<file path="config.mk">
export PLATFORM = sky130hd
export DESIGN_NAME = tl_duty_calc
export DESIGN_NICKNAME = d
export VERILOG_FILES = /design/src/rtl/tl_duty_pkg.sv /design/src/rtl/tl_extreme.sv /design/src/rtl/tl_duty_half.sv /design/src/rtl/tl_duty_calc.sv
export SDC_FILE = /design/constraint.sdc
export NUM_CORES = 1
export LEC_CHECK = 0
export BUFFER_PORTS_ARGS = -buffer_cell sky130_fd_sc_hd__buf_2
export CELL_PAD_IN_SITES_DETAIL_PLACEMENT = 0
export CELL_PAD_IN_SITES_GLOBAL_PLACEMENT = 1
export CORE_MARGIN = 4
export CORE_UTILIZATION = 25
export DETAILED_ROUTE_END_ITERATION = 16
export PLACE_DENSITY = 0.49
export SYNTH_ARGS = -nofsm -noshare
export SYNTH_HDL_FRONTEND = slang
export SYNTH_HIERARCHICAL = 1
export SYNTH_SLANG_ARGS = --single-unit
</file>
<file path="constraint.sdc">
create_clock -name clk -period 12.9 [get_ports clk]
set_clock_uncertainty 0.05 [all_clocks]
set_input_delay 1.29 -clock clk [delete_from_list [all_inputs] [get_ports clk]]
set_output_delay 1.29 -clock clk [all_outputs]
set_load 0.005 [all_outputs]
</file>
<file path="src/rtl/tl_duty_pkg.sv">
// Shared constants and types for the three-level duty calculator.
// Assumes the duty word is at least as wide as the reference word.
package tl_duty_pkg;

    // Selects which half-bridge duty a calculator instance produces.
    typedef enum logic {
        HALF_UPPER = 1'b0,
        HALF_LOWER = 1'b1
    } half_sel_e;

    localparam int DEF_REF_W  = 16;
    localparam int DEF_DUTY_W = 16;
    localparam int DEF_NUM_PH = 3;

endpackage

</file>
<file path="src/rtl/tl_extreme.sv">
// Finds the signed minimum and maximum of NUM_PH packed references.
// Purely combinational; the references are two's-complement words.
module tl_extreme #(
    parameter int NUM_PH = 3,
    parameter int REF_W  = 16
) (
    input  logic [NUM_PH*REF_W-1:0] refs_flat,
    output logic signed [REF_W-1:0] ext_min,
    output logic signed [REF_W-1:0] ext_max
);

    // Linear scan: keep the running smallest and largest value.
    always_comb begin
        logic signed [REF_W-1:0] cur;
        ext_min = $signed(refs_flat[REF_W-1:0]);
        ext_max = $signed(refs_flat[REF_W-1:0]);
        for (int i = 1; i < NUM_PH; i++) begin
            cur = $signed(refs_flat[i*REF_W +: REF_W]);
            if (cur < ext_min) ext_min = cur;
            if (cur > ext_max) ext_max = cur;
        end
    end

endmodule

</file>
<file path="src/rtl/tl_duty_half.sv">
// Computes one clipped duty word from a phase reference, the chosen
// extreme (minimum for the upper half, maximum for the lower half)
// and the balancing offset. Assumes DUTY_W >= REF_W; the reference
// is Q1.(REF_W-1), and the duty full scale is 2**DUTY_W - 1.
module tl_duty_half
    import tl_duty_pkg::*;
#(
    parameter int        REF_W  = 16,
    parameter int        DUTY_W = 16,
    parameter half_sel_e HALF   = HALF_UPPER
) (
    input  logic signed [REF_W-1:0] ref_k,
    input  logic signed [REF_W-1:0] ref_ext,
    input  logic signed [REF_W-1:0] offset,
    output logic [DUTY_W-1:0]       duty
);

    localparam int SHIFT = DUTY_W - REF_W + 1;
    localparam int SUM_W = DUTY_W + 4;
    localparam int PAD   = SUM_W - REF_W;
    localparam logic signed [SUM_W-1:0] FULL = SUM_W'((1 << DUTY_W) - 1);

    logic signed [SUM_W-1:0] ref_x, ext_x, off_x, bias, total;

    // Sign-extend the three operands to the working width.
    always_comb begin
        ref_x = {{PAD{ref_k[REF_W-1]}},   ref_k};
        ext_x = {{PAD{ref_ext[REF_W-1]}}, ref_ext};
        off_x = {{PAD{offset[REF_W-1]}},  offset};
    end

    // The lower half is lifted by one full unit so that its range is 0..1.
    generate
        if (HALF == HALF_LOWER) begin : g_lower
            assign bias = SUM_W'(1 << DUTY_W);
        end else begin : g_upper
            assign bias = '0;
        end
    endgenerate

    // Scale the difference and the offset into duty units, then add them.
    always_comb begin
        total = ((ref_x - ext_x) <<< SHIFT) + bias + (off_x <<< SHIFT);
    end

    // Clip the sum to the representable duty range.
    always_comb begin
        if (total < 0)
            duty = '0;
        else if (total > FULL)
            duty = FULL[DUTY_W-1:0];
        else
            duty = total[DUTY_W-1:0];
    end

endmodule

</file>
<file path="src/rtl/tl_duty_calc.sv">
// Three-level duty calculator: per phase, the upper duty is measured
// from the minimum reference and the lower duty from the maximum, so
// one shared carrier serves both halves. A balancing offset is added
// to every duty. Samples only on ref_valid; the outputs are registered
// and held. Synchronous active-low reset.
module tl_duty_calc
    import tl_duty_pkg::*;
#(
    parameter int REF_W  = DEF_REF_W,
    parameter int DUTY_W = DEF_DUTY_W
) (
    input  logic                    clk,
    input  logic                    rst_n,
    input  logic                    ref_valid,
    input  logic signed [REF_W-1:0] ref_a,
    input  logic signed [REF_W-1:0] ref_b,
    input  logic signed [REF_W-1:0] ref_c,
    input  logic signed [REF_W-1:0] np_offset,
    output logic                    duty_valid,
    output logic [DUTY_W-1:0]       duty_a_hi,
    output logic [DUTY_W-1:0]       duty_a_lo,
    output logic [DUTY_W-1:0]       duty_b_hi,
    output logic [DUTY_W-1:0]       duty_b_lo,
    output logic [DUTY_W-1:0]       duty_c_hi,
    output logic [DUTY_W-1:0]       duty_c_lo
);

    localparam int NUM_PH = DEF_NUM_PH;
    localparam logic [DUTY_W-1:0] DUTY_FULL = '1;

    logic [NUM_PH*REF_W-1:0]              refs_flat;
    logic signed [REF_W-1:0]              ext_min, ext_max;
    logic [NUM_PH-1:0][DUTY_W-1:0]        hi_next, lo_next;
    logic [NUM_PH-1:0][DUTY_W-1:0]        hi_q, lo_q;

    // Gather the phase references into one packed bus, phase A lowest.
    assign refs_flat = {ref_c, ref_b, ref_a};

    tl_extreme #(
        .NUM_PH (NUM_PH),
        .REF_W  (REF_W)
    ) u_extreme (
        .refs_flat (refs_flat),
        .ext_min   (ext_min),
        .ext_max   (ext_max)
    );

    // One upper and one lower duty calculator per phase.
    generate
        for (genvar p = 0; p < NUM_PH; p++) begin : g_phase
            tl_duty_half #(
                .REF_W  (REF_W),
                .DUTY_W (DUTY_W),
                .HALF   (HALF_UPPER)
            ) u_hi (
                .ref_k   ($signed(refs_flat[p*REF_W +: REF_W])),
                .ref_ext (ext_min),
                .offset  (np_offset),
                .duty    (hi_next[p])
            );
            tl_duty_half #(
                .REF_W  (REF_W),
                .DUTY_W (DUTY_W),
                .HALF   (HALF_LOWER)
            ) u_lo (
                .ref_k   ($signed(refs_flat[p*REF_W +: REF_W])),
                .ref_ext (ext_max),
                .offset  (np_offset),
                .duty    (lo_next[p])
            );
        end
    endgenerate

    // Register the duties on a strobe and pulse the output valid.
    always_ff @(posedge clk) begin
        if (!rst_n) begin
            duty_valid <= 1'b0;
            hi_q       <= '0;
            lo_q       <= '0;
        end else begin
            duty_valid <= ref_valid;
            if (ref_valid) begin
                hi_q <= hi_next;
                lo_q <= lo_next;
            end
        end
    end

    // Split the registered arrays onto the named ports.
    assign duty_a_hi = hi_q[0];
    assign duty_b_hi = hi_q[1];
    assign duty_c_hi = hi_q[2];
    assign duty_a_lo = lo_q[0];
    assign duty_b_lo = lo_q[1];
    assign duty_c_lo = lo_q[2];

    AST_VALID_FOLLOWS: assert property (@(posedge clk) disable iff (!rst_n) ref_valid |=> duty_valid);
    AST_VALID_PULSE:   assert property (@(posedge clk) disable iff (!rst_n) !ref_valid |=> !duty_valid);
    AST_HOLD_IDLE:     assert property (@(posedge clk) disable iff (!rst_n) !ref_valid |=> ($stable(hi_q) && $stable(lo_q)));
    AST_MIN_BOUND:     assert property (@(posedge clk) disable iff (!rst_n) ref_valid |-> (ext_min <= ref_a && ext_min <= ref_b && ext_min <= ref_c));
    AST_MAX_BOUND:     assert property (@(posedge clk) disable iff (!rst_n) ref_valid |-> (ext_max >= ref_a && ext_max >= ref_b && ext_max >= ref_c));
    AST_ZERO_ANCHOR:   assert property (@(posedge clk) disable iff (!rst_n) (ref_valid && np_offset == '0) |=> ((hi_q[0] == '0 || hi_q[1] == '0 || hi_q[2] == '0) && (lo_q[0] == DUTY_FULL || lo_q[1] == DUTY_FULL || lo_q[2] == DUTY_FULL)));

endmodule

</file>
### Yosys cells after proc, flatten, opt, wreduce, memory -nomap -nowiden

Cells that the tools add are included.

* magnitude comparators: 16
* mux-type cells: 16
* add/sub/neg operators: 15

Operator list (count)
* 16-bit 2-to-1 mux: 16
* 20-bit by 17-bit > comparator with 1-bit output, second input constant: 6
* 20-bit by 1-bit less-than comparator with 1-bit output, second input constant: 6
* 16-bit by 16-bit subtractor with 17-bit output: 6
* 20-bit by 17-bit adder with 20-bit output: 3
* 20-bit by 18-bit adder with 20-bit output, second input constant: 3
* 18-bit by 17-bit adder with 19-bit output: 3
* 16-bit > comparator: 2
* 16-bit less-than comparator: 2

* output and inout bits: 97
* input bits: 67
* logic and storage cells: 54
* register bits after elaboration: 97

### Depth between registers and ports, before layout

Gate-level depths: netlist of run 1.

* word-level depth: 10
* gate-level depth with buffers: 44
* depth with buffers taken out: 39

### By module

The synthesis of run 1 kept the hierarchy.

By module, submodules not included
* tl_duty_half at g_phase[1].u_lo ...: sequential area each 0.0 um^2, area each 1966.9 um^2, cells an instance 266, instances 2
* tl_duty_calc: sequential area each 1941.9 um^2, area each 3662.3 um^2, cells an instance 311, instances 1
* tl_duty_half at g_phase[0].u_hi ...: sequential area each 0.0 um^2, area each 1659.1 um^2, cells an instance 233, instances 2
* tl_extreme: sequential area each 0.0 um^2, area each 2050.7 um^2, cells an instance 255, instances 1
* tl_duty_half at g_phase[0].u_lo: sequential area each 0.0 um^2, area each 1983.2 um^2, cells an instance 273, instances 1
* tl_duty_half at g_phase[2].u_hi: sequential area each 0.0 um^2, area each 1715.4 um^2, cells an instance 233, instances 1

### Least setup slack after synthesis of run 1

OpenSTA, ideal clock, no wires.

* kind: input-to-reg
* from: in ref_a[15]
* to: reg lo_q, in the netlist duty_b_lo[5]
* setup time: 0.116 ns
* path buffers: 5
* cell stages on the path: 43
* data required time: 12.734 ns
* arrival time: 9.258 ns
* path slack: 3.476 ns
* cells stage by stage: inv_1 ha_1 nand4_2 nor2_1 or3_1 o41a_1 buf_6 nand2_2 buf_6 mux2i_1 ha_1 a21o_1 a21o_1 a21oi_1 o21ai_0 o21ai_0 a21oi_2 mux2i_1 [... 7 more ...] a21oi_1 xnor2_1 ha_1 ha_1 clkbuf_1 a2111oi_0 o21ai_0 a31oi_1 or2_2 o311a_1 mux2_4 buf_6 inv_2 ha_1 clkbuf_1 a21oi_1 mux2i_1 nor2b_1

RTL lines
* from (decl): RTL line tl_duty_calc.sv:15 `input logic signed [REF_W-1:0] ref_a,`
* to (signal assigned): RTL line tl_duty_calc.sv:84 `lo_q <= lo_next;`
* to (decl): RTL line tl_duty_calc.sv:34 `logic [NUM_PH-1:0][DUTY_W-1:0] hi_q, lo_q;`

==> impl_metrics.json, run 1 <==
{
  "max-slew-margin-rel": 0.230,
  "async_flop_share": 0,
  "worstHoldStart": "duty_a_lo[2]",
  "hpwl_mm": 52.4,
  "rsz0062_at_grt": "false",
  "post-cts-setup-buffer-count": 0,
  "p_total_mw": 4.82,
  "portBuffers": 163,
  "syn_area_mm2": 0.0167,
  "r2r-end": "duty_b_lo[15]",
  "clock-root-buffer": "clkbuf_16",
  "grt_overflow": 0,
  "max_stage_delay_ns": 0.96,
  "outcome": "completed",
  "finalSetupTns_ns": 0,
  "r2r_cells": 2,
  "clkTransAtPathRegs_ns": 0.08,
  "yosysTopAreaCell": "ha_1",
  "cts_sinks": 97,
  "finalSetupViolations": 0,
  "yosysUniqueCellTypes": 84,
  "clockBufferDepth": 2,
  "placed_cells": 3051,
  "drv_slew": 0,
  "hold_violations": 0,
  "p_sw_frac": 0.533,
  "max_cap_viol_count": 0,
  "num_vias": 15439,
  "pin_count": 164,
  "min_delay_worst_endpoint": "duty_a_lo[2]",
  "cp_max_fo": 18,
  "cts_buffers": 9,
  "grt_pass1_wl_mm": 96.4,
  "htree_levels": 3,
  "syn_avg_cell_area_um2": 8.05,
  "layout_common_cells": "ha_1, inv_1, a21oi_1",
  "cts_tree": "done",
  "antenna_found_initial": 11,
  "synth_edf_count": 0,
  "syn_to_final_growth_pct": 11.5,
  "internal-power_mw": 2.25,
  "via_per_inst": 5.03,
  "drc": 0,
  "combPwrFrac": 0.832,
  "layout-drive-gt1-share": 0.127,
  "ctsHoldBuffers": 0,
  "die_y_um": 266,
  "worst_pin_slew_ns": 1.15,
  "first_global_vias": 15289,
  "cp_slowest_cell": "o41a_1",
  "p_sw_mw": 2.57,
  "yosys_warnings": 6,
  "cts_resized": 0,
  "wirelength_mm": 65.2,
  "rows": 94,
  "die_x_um": 266,
  "place_congestion": 0.857,
  "synth.area.top_cells": "ha_1, dfxtp_1, mux2i_1",
  "reg2reg_from": "duty_b_lo[15]",
  "hold_depth": 2,
  "dpl_cell_area_mm2": 0.0183,
  "grt_usage": 0.179,
  "worstPathRequired_ns": 13.14,
  "synth-seq-cells": 97,
  "die_area_mm2": 0.0708,
  "clock.fmax_mhz": 88.5,
  "yosysTopAreaCellShare": 0.227,
  "clkPwrFrac": 0.059,
  "fin_crit_sh": 0.876,
  "ant_nets": 0,
  "synthCells": 2070,
  "wl_per_cell_um": 21.2,
  "syn-num-nets": 2451,
  "stdcell_count": 3072,
  "worstSetupStartpointType": "input port",
  "grt_max_degree": 98,
  "synth-main-ff-cell": "dfxtp_1",
  "initial_core_util": 0.253,
  "powerDensity_mw_per_mm2": 259,
  "final_nets": 2579,
  "min_path_type": "reg -> reg",
  "final_common_cell": "ha_1",
  "arrival_ns": 11.54,
  "total_leakage_power_nw": 9.10,
  "fin_util": 0.282,
  "critPathKind": "in -> reg",
  "endpoint_kind": "flip-flop",
  "core_region_area_mm2": 0.0659,
  "yosysSeqAreaShare": 0.117,
  "drtPass1Iterations": 6,
  "drt_iter0_drc": 1033,
  "reg2reg_slack_ns": 12.20,
  "post-route-min-period_ns": 11.30,
  "ir_worst_vdd_mv": 0.0932,
  "fin_area_mm2": 0.0186,
  "seqPwrFrac": 0.109,
  "worst_skew_pair.late_latency_ns": 0.40
}
-- final cells by class --
cell class	count	area [um2]
antenna	5	12.5
clock buffer	11	243
clock inverter	5	38.8
fill	7247	47300
inverter	227	852
multi-input combinational	1694	13500
sequential	97	1940
tap	864	1080
timing repair buffer	169	867
-- worst max path at each step --
stage | startpoint | to | slack (ns)
floorplan | ref_a[15] | duty_b_lo[5] | 3.48
global placement | ref_b[1] | duty_b_hi[14] | 1.34
detailed placement | ref_a[1] | duty_a_lo[9] | 1.38
CTS | ref_a[1] | duty_a_lo[9] | 1.78
global route | ref_a[1] | duty_a_hi[15] | 0.64
finish | ref_a[1] | duty_b_hi[14] | 1.60
-- cell families after synthesis --
kind of cell             synth area share
AO/OA/AOI/OAI                       0.249
buffers and inverters              0.0710
adder cells (fa/ha/maj)             0.241
flip-flops                          0.117
multiplexers                       0.0932
AND/OR/NAND/NOR                     0.149
XOR/XNOR                           0.0804
-- sequential cells by signal (all words and copies together), names as in the netlist --
name,count
duty_b_lo,16
duty_valid,1
duty_c_lo,16
duty_c_hi,16
duty_a_lo,16
duty_a_hi,16
duty_b_hi,16
-- per-stage QoR --
stage,worst slack (ns),hold slack [ns]
after floorplan,3.48,0.457
after global placement,1.34,0.439
after detailed placement,1.38,0.450
after CTS,1.78,0.472
after global routing,0.644,0.483
final,1.60,0.462
-- worst max-delay path, delay by kind of cell --
kind            cells  cell delay (ns)
compound gates     12             4.67
xor+xnor            1             0.16
fa+ha+maj           5             1.87
buf+inv             7             0.99
mux                 3             1.12
simple gates        8             1.36
-- power groups by stage --
stage / Sequential (mW) / Clock, mW / Combinational [mW]
floorplan: 0.535 / 0 / 3.01
global placement: 0.533 / 0 / 4.03
detailed placement: 0.533 / 0 / 4.01
CTS: 0.529 / 0.303 / 4.04
global route: 0.545 / 0.310 / 4.51
finish: 0.523 / 0.285 / 4.01
-- Yosys cell counts, types with 24 or more instances --
cell / number
xor2_1: 62
a31oi_1: 33
nand4_1: 30
a21oi_2: 39
inv_1: 224
nand2_1: 88
o21a_1: 24
xnor2_1: 91
mux2i_1: 143
ha_1: 302
a21oi_1: 192
clkbuf_1: 25
a211oi_1: 26
a21o_1: 62
nor2_1: 95
o21ai_0: 81
dfxtp_1: 97
nand3_1: 25
nor3_1: 25
nor2b_1: 118
-- routing by layer --
layer	global-route usage	share of wire	vias up
li1	-	-	7748
met1	0.248	0.48	7272
met2	0.280	0.44	329
met3	0.0344	0.050	80
met4	0.0564	0.029	10
met5	0	0.0011	-
(Power assumes the default switching activity.)
==> run 2: changes to the inputs <==
- CORE_UTILIZATION: 25 -> 47
- PLACE_DENSITY: 0.49 -> 0.83
- clock period: 12.9 -> 12.3 ns (I/O delays scaled with it)
==> run 2 against run 1 <==
Effect of this change:
- clock power rose by 9.1%
- global-route usage rose by 9.1 points
- first-iteration DRC count rose by 3.8%
- total power rose by 2.4%
- worst hold slack barely moved
- die area fell by 46%
- via count fell by 0.23%
- final cell count fell by 13%
- setup slack got worse by 0.39 ns
- combinational power rose by 1%
==> impl_metrics.json, run 2 (synthesis results as in run 1) <==
{
  "outcome": "completed",
  "ctsHoldBuffers": 0,
  "cp_max_fo": 18,
  "layout-drive-gt1-share": 0.128,
  "r2r-end": "duty_b_hi[9]",
  "worstHoldStart": "duty_a_lo[13]",
  "via_per_inst": 5.79,
  "die_area_mm2": 0.0385,
  "finalWorstSetupSlack_ns": 1.22,
  "worst_pin_slew_ns": 1.16,
  "reg2reg_from": "duty_b_hi[9]",
  "wl_per_cell_um": 20.1,
  "layout_common_cells": "ha_1, inv_1, a21oi_1",
  "drv_slew": 0,
  "place_congestion": 1.02,
  "initial_core_util": 0.479,
  "pin_count": 164,
  "fin_area_mm2": 0.0181,
  "critPathKind": "in -> reg",
  "placed_cells": 2643,
  "final_nets": 2580,
  "portBuffers": 163,
  "p_total_mw": 4.93,
  "fin_util": 0.520,
  "dpl_cell_area_mm2": 0.0178,
  "hold_depth": 2,
  "worst_skew_pair.late_latency_ns": 0.38,
  "cts_sinks": 97,
  "max_cap_viol_count": 0,
  "final_common_cell": "ha_1",
  "cp_slowest_cell": "a21oi_2",
  "cts_buffers": 9,
  "fin_crit_sh": 0.901,
  "powerDensity_mw_per_mm2": 272,
  "drt_iter0_drc": 1072,
  "clock.fmax_mhz": 90.2,
  "hold_ws_ns": 0.462,
  "stdcell_count": 2659,
  "hpwl_mm": 42.1,
  "finalSetupTns_ns": 0,
  "grt_max_degree": 98,
  "drc": 0,
  "total_leakage_power_nw": 9.12,
  "post-cts-setup-buffer-count": 0,
  "antenna_found_initial": 0,
  "cts_tree": "done",
  "hold_violations": 0,
  "r2r_cells": 2,
  "wirelength_mm": 53.6,
  "worstPathRequired_ns": 12.53,
  "grt_pass1_wl_mm": 82.1,
  "n_antenna_cell": 0,
  "reg2reg_slack_ns": 11.60,
  "num_vias": 15403,
  "fillerInstances": 3429,
  "die_y_um": 196,
  "min_path_type": "reg -> reg",
  "core_region_area_mm2": 0.0348,
  "drtPass1Iterations": 5,
  "first_global_vias": 14766,
  "die_x_um": 196,
  "post-route-min-period_ns": 11.08,
  "grt_usage": 0.270,
  "arrival_ns": 11.31,
  "pre_cts_slack_ns": 0.991,
  "endpoint_kind": "flip-flop",
  "worstSetupStartpointType": "input port",
  "clock-root-buffer": "clkbuf_16",
  "clockBufferDepth": 2,
  "rows": 68,
  "rsz0062_at_grt": "false",
  "cp_common_cell": "ha_1",
  "syn_to_final_growth_pct": 8.62,
  "max-slew-margin-rel": 0.225,
  "ir_worst_vdd_mv": 0.156,
  "htree_levels": 3,
  "grt_overflow": 0,
  "min_delay_worst_endpoint": "duty_a_lo[13]",
  "clkTransAtPathRegs_ns": 0.07,
  "max_stage_delay_ns": 0.84,
  "ant_nets": 0,
  "finalSetupViolations": 0,
  "cts_resized": 0
}
[run 2: how the worst max path moves through the flow]
stage / start / to / cells past startpoint
5_1_grt: ref_a[14] / duty_b_lo[1] / 39
2_1_floorplan: ref_a[15] / duty_b_lo[5] / 43
3_5_place_dp: ref_a[14] / duty_c_lo[4] / 39
6_report: ref_a[14] / duty_b_lo[1] / 39
4_1_cts: ref_a[14] / duty_c_lo[4] / 39
3_3_place_gp: ref_a[14] / duty_b_lo[2] / 39
[run 2: final cells by class]
class / instances / area [um2] / share of cell area
repair buffers: 170 / 875 / 0.0483
clock inverters: 5 / 61.3 / 0.00339
clock buffers: 11 / 253 / 0.0140
multi-input cells: 1694 / 13500 / 0.749
flip-flops and latches: 97 / 1940 / 0.107
well taps: 455 / 569 / 0.0315
inverters: 227 / 852 / 0.0471
[run 2: routing by layer]
metal	track usage	vias up	routed length, um
li1	-	7752	-
met1	0.358	7172	24500
met2	0.441	385	24300
met3	0.0409	94	2670
met4	0.105	0	2120
met5	0	-	0
[run 2: worst max-delay path, delay by kind of cell]
kind	cells	cell delay, ns
buffers and inverters	4	0.67
XOR/XNOR	1	0.17
adder cells (fa/ha/maj)	6	2.19
AND/OR/NAND/NOR	8	1.56
AO/OA/AOI/OAI	17	4.19
multiplexers	3	1.27
[run 2: report_power, final]
part	switching, mW	internal [mW]	leakage, nW
clock	0.141	0.170	0.156
sequential	0.0806	0.470	0.799
combinational	2.34	1.73	8.17
==> run 3: changes to the inputs <==
- ABC_AREA: unset -> 1
- CORE_UTILIZATION: 47 -> 44
- CTS_BUF_LIST: unset -> sky130_fd_sc_hd__clkbuf_8
- PLACE_DENSITY: 0.83 -> 0.84
==> run 3 against run 2 <==
Effect of this change:
- non-clock buffer count down 3
- fmax up 7.0%
- register-to-register slack better by 0.03 ns
- critical endpoint is now duty_a_lo[11]
- die area rose by 25%
==> impl_metrics.json, run 3 <==
{
  "outcome": "completed",
  "worstPathRequired_ns": 12.64,
  "core_region_area_mm2": 0.0442,
  "pin_count": 164,
  "die_x_um": 219,
  "hold_violations": 0,
  "fillerInstances": 4886,
  "antenna_found_initial": 1,
  "wirelength_mm": 65.0,
  "grt_overflow": 0,
  "final_nets": 3918,
  "stdcell_count": 4135,
  "worst_skew_pair.late_latency_ns": 0.44,
  "r2r-end": "duty_b_hi[15]",
  "layout-drive-gt1-share": 0.102,
  "arrival_ns": 10.70,
  "drc": 0,
  "r2r_cells": 2,
  "syn_avg_cell_area_um2": 5.76,
  "cp_max_fo": 30,
  "synth.area.top_cells": "nand2_1, ha_1, inv_1",
  "place_congestion": 1.04,
  "grt_max_degree": 98,
  "wl_per_cell_um": 15.7,
  "yosysTopAreaCell": "nand2_1",
  "drt_iter0_drc": 1719,
  "synthCells": 3415,
  "finalSetupTns_ns": 0,
  "worstSetupStartpointType": "input port",
  "max_cap_viol_count": 0,
  "grt_pass1_wl_mm": 102,
  "yosysSeqAreaShare": 0.0988,
  "critPathKind": "in -> reg",
  "syn-num-nets": 3796,
  "drtPass1Iterations": 6,
  "via_per_inst": 5.05,
  "worstHoldStart": "duty_c_lo[9]",
  "wl_met3_mm": 4.38,
  "yosysTopAreaCellShare": 0.203,
  "ant_nets": 0,
  "reg2reg_slack_ns": 11.63,
  "cp_common_cell": "nand2_1",
  "yosys_warnings": 6,
  "syn_area_mm2": 0.0197,
  "syn_to_final_growth_pct": 6.97,
  "fin_util": 0.476,
  "die_area_mm2": 0.0481,
  "portBuffers": 163,
  "placed_cells": 4118,
  "htree_levels": 3,
  "clock-root-buffer": "clkbuf_8",
  "endpoint_kind": "flip-flop",
  "post-cts-setup-buffer-count": 0,
  "cts_buffers": 9,
  "synth_edf_count": 0,
  "grt_usage": 0.266,
  "synth_commonest_cells": "nand2_1, inv_1, nor2_1, ha_1, nand3_1",
  "fin_crit_sh": 0.842,
  "min_delay_worst_endpoint": "duty_c_lo[9]",
  "synth-seq-cells": 97,
  "async_flop_share": 0,
  "hpwl_mm": 53.9,
  "multi_input_area_mm2": 0.0150,
  "clockBufferDepth": 2,
  "ctsHoldBuffers": 0,
  "first_global_vias": 19177,
  "cts_tree": "done",
  "rows": 77,
  "post-route-min-period_ns": 10.36,
  "clock.fmax_mhz": 96.5,
  "die_y_um": 219,
  "wl_met1_mm": 32.0,
  "layout_common_cells": "nand2_1, inv_1, nor2_1",
  "max_stage_delay_ns": 0.85,
  "finalSetupViolations": 0,
  "synth.most_common_cell": "nand2_1",
  "num_vias": 20902,
  "max-slew-margin-rel": 0.275,
  "min_path_type": "reg -> reg",
  "rsz0062_at_grt": "false",
  "register_area_mm2": 0.00194,
  "cp_slowest_cell": "o21ai_0",
  "worst_pin_slew_ns": 1.08,
  "initial_core_util": 0.445,
  "synth-main-ff-cell": "dfxtp_1",
  "reg2reg_from": "duty_b_hi[15]",
  "cts_resized": 0,
  "final_common_cell": "nand2_1",
  "top_layer": "met4",
  "clkTransAtPathRegs_ns": 0.10,
  "yosysUniqueCellTypes": 49,
  "drv_slew": 0,
  "cts_sinks": 97,
  "hold_depth": 2,
  "wl_met2_mm": 27.1
}
-- run 3: kinds of logic after synthesis --
family / synth area share
fa+ha+maj: 0.204
simple gates: 0.409
compound gates: 0.104
flops: 0.0988
xor+xnor: 0.0459
buf+inv: 0.139
-- run 3: worst max-delay path: cells and delay by family --
family / cells / cell delay (ns)
AOI/OAI and AO/OA: 11 / 3.26
adders and majority gates: 6 / 2.19
buffers and inverters: 9 / 1.64
and+or+nand+nor: 20 / 2.37
-- run 3: how the worst max path moves through the flow --
stage / slack, ns / start / to
finish: 1.94 / ref_a[15] / duty_a_lo[11]
global route: 1.40 / ref_a[15] / duty_a_lo[6]
CTS: 2.23 / ref_a[15] / duty_a_lo[11]
detailed placement: 1.77 / ref_a[15] / duty_a_lo[11]
global placement: 1.80 / ref_a[15] / duty_a_lo[11]
floorplan: 3.95 / ref_a[15] / duty_a_lo[10]
-- run 3: final cells by class --
cell class	instances	area share
multi-input cells	2648	0.713
inverters	614	0.110
flip-flops and latches	97	0.0923
repair buffers	167	0.0405
well taps	592	0.0352
clock buffers	9	0.00589
clock inverters	7	0.00303
diodes	1	0.000119
-- run 3: stage by stage --
stage	hold slack, ns	setup WS, ns	cell area, um2
after floorplan	0.416	3.95	19700
after global placement	0.401	1.80	20800
after detailed placement	0.409	1.77	20800
after CTS	0.423	2.23	21000
after global routing	0.440	1.40	21000
final	0.421	1.94	21000
-- run 3: routing by layer --
metal / GRT usage / vias to the layer above
met4: 0.0742 / 0
met1: 0.391 / 9391
met2: 0.406 / 603
met5: 0 / -
li1: - / 10829
met3: 0.0345 / 79
Power of run 3 is left out: the tool's default activity adds up to more than one toggle a clock period on the data nets, which glitch-free logic cannot reach.
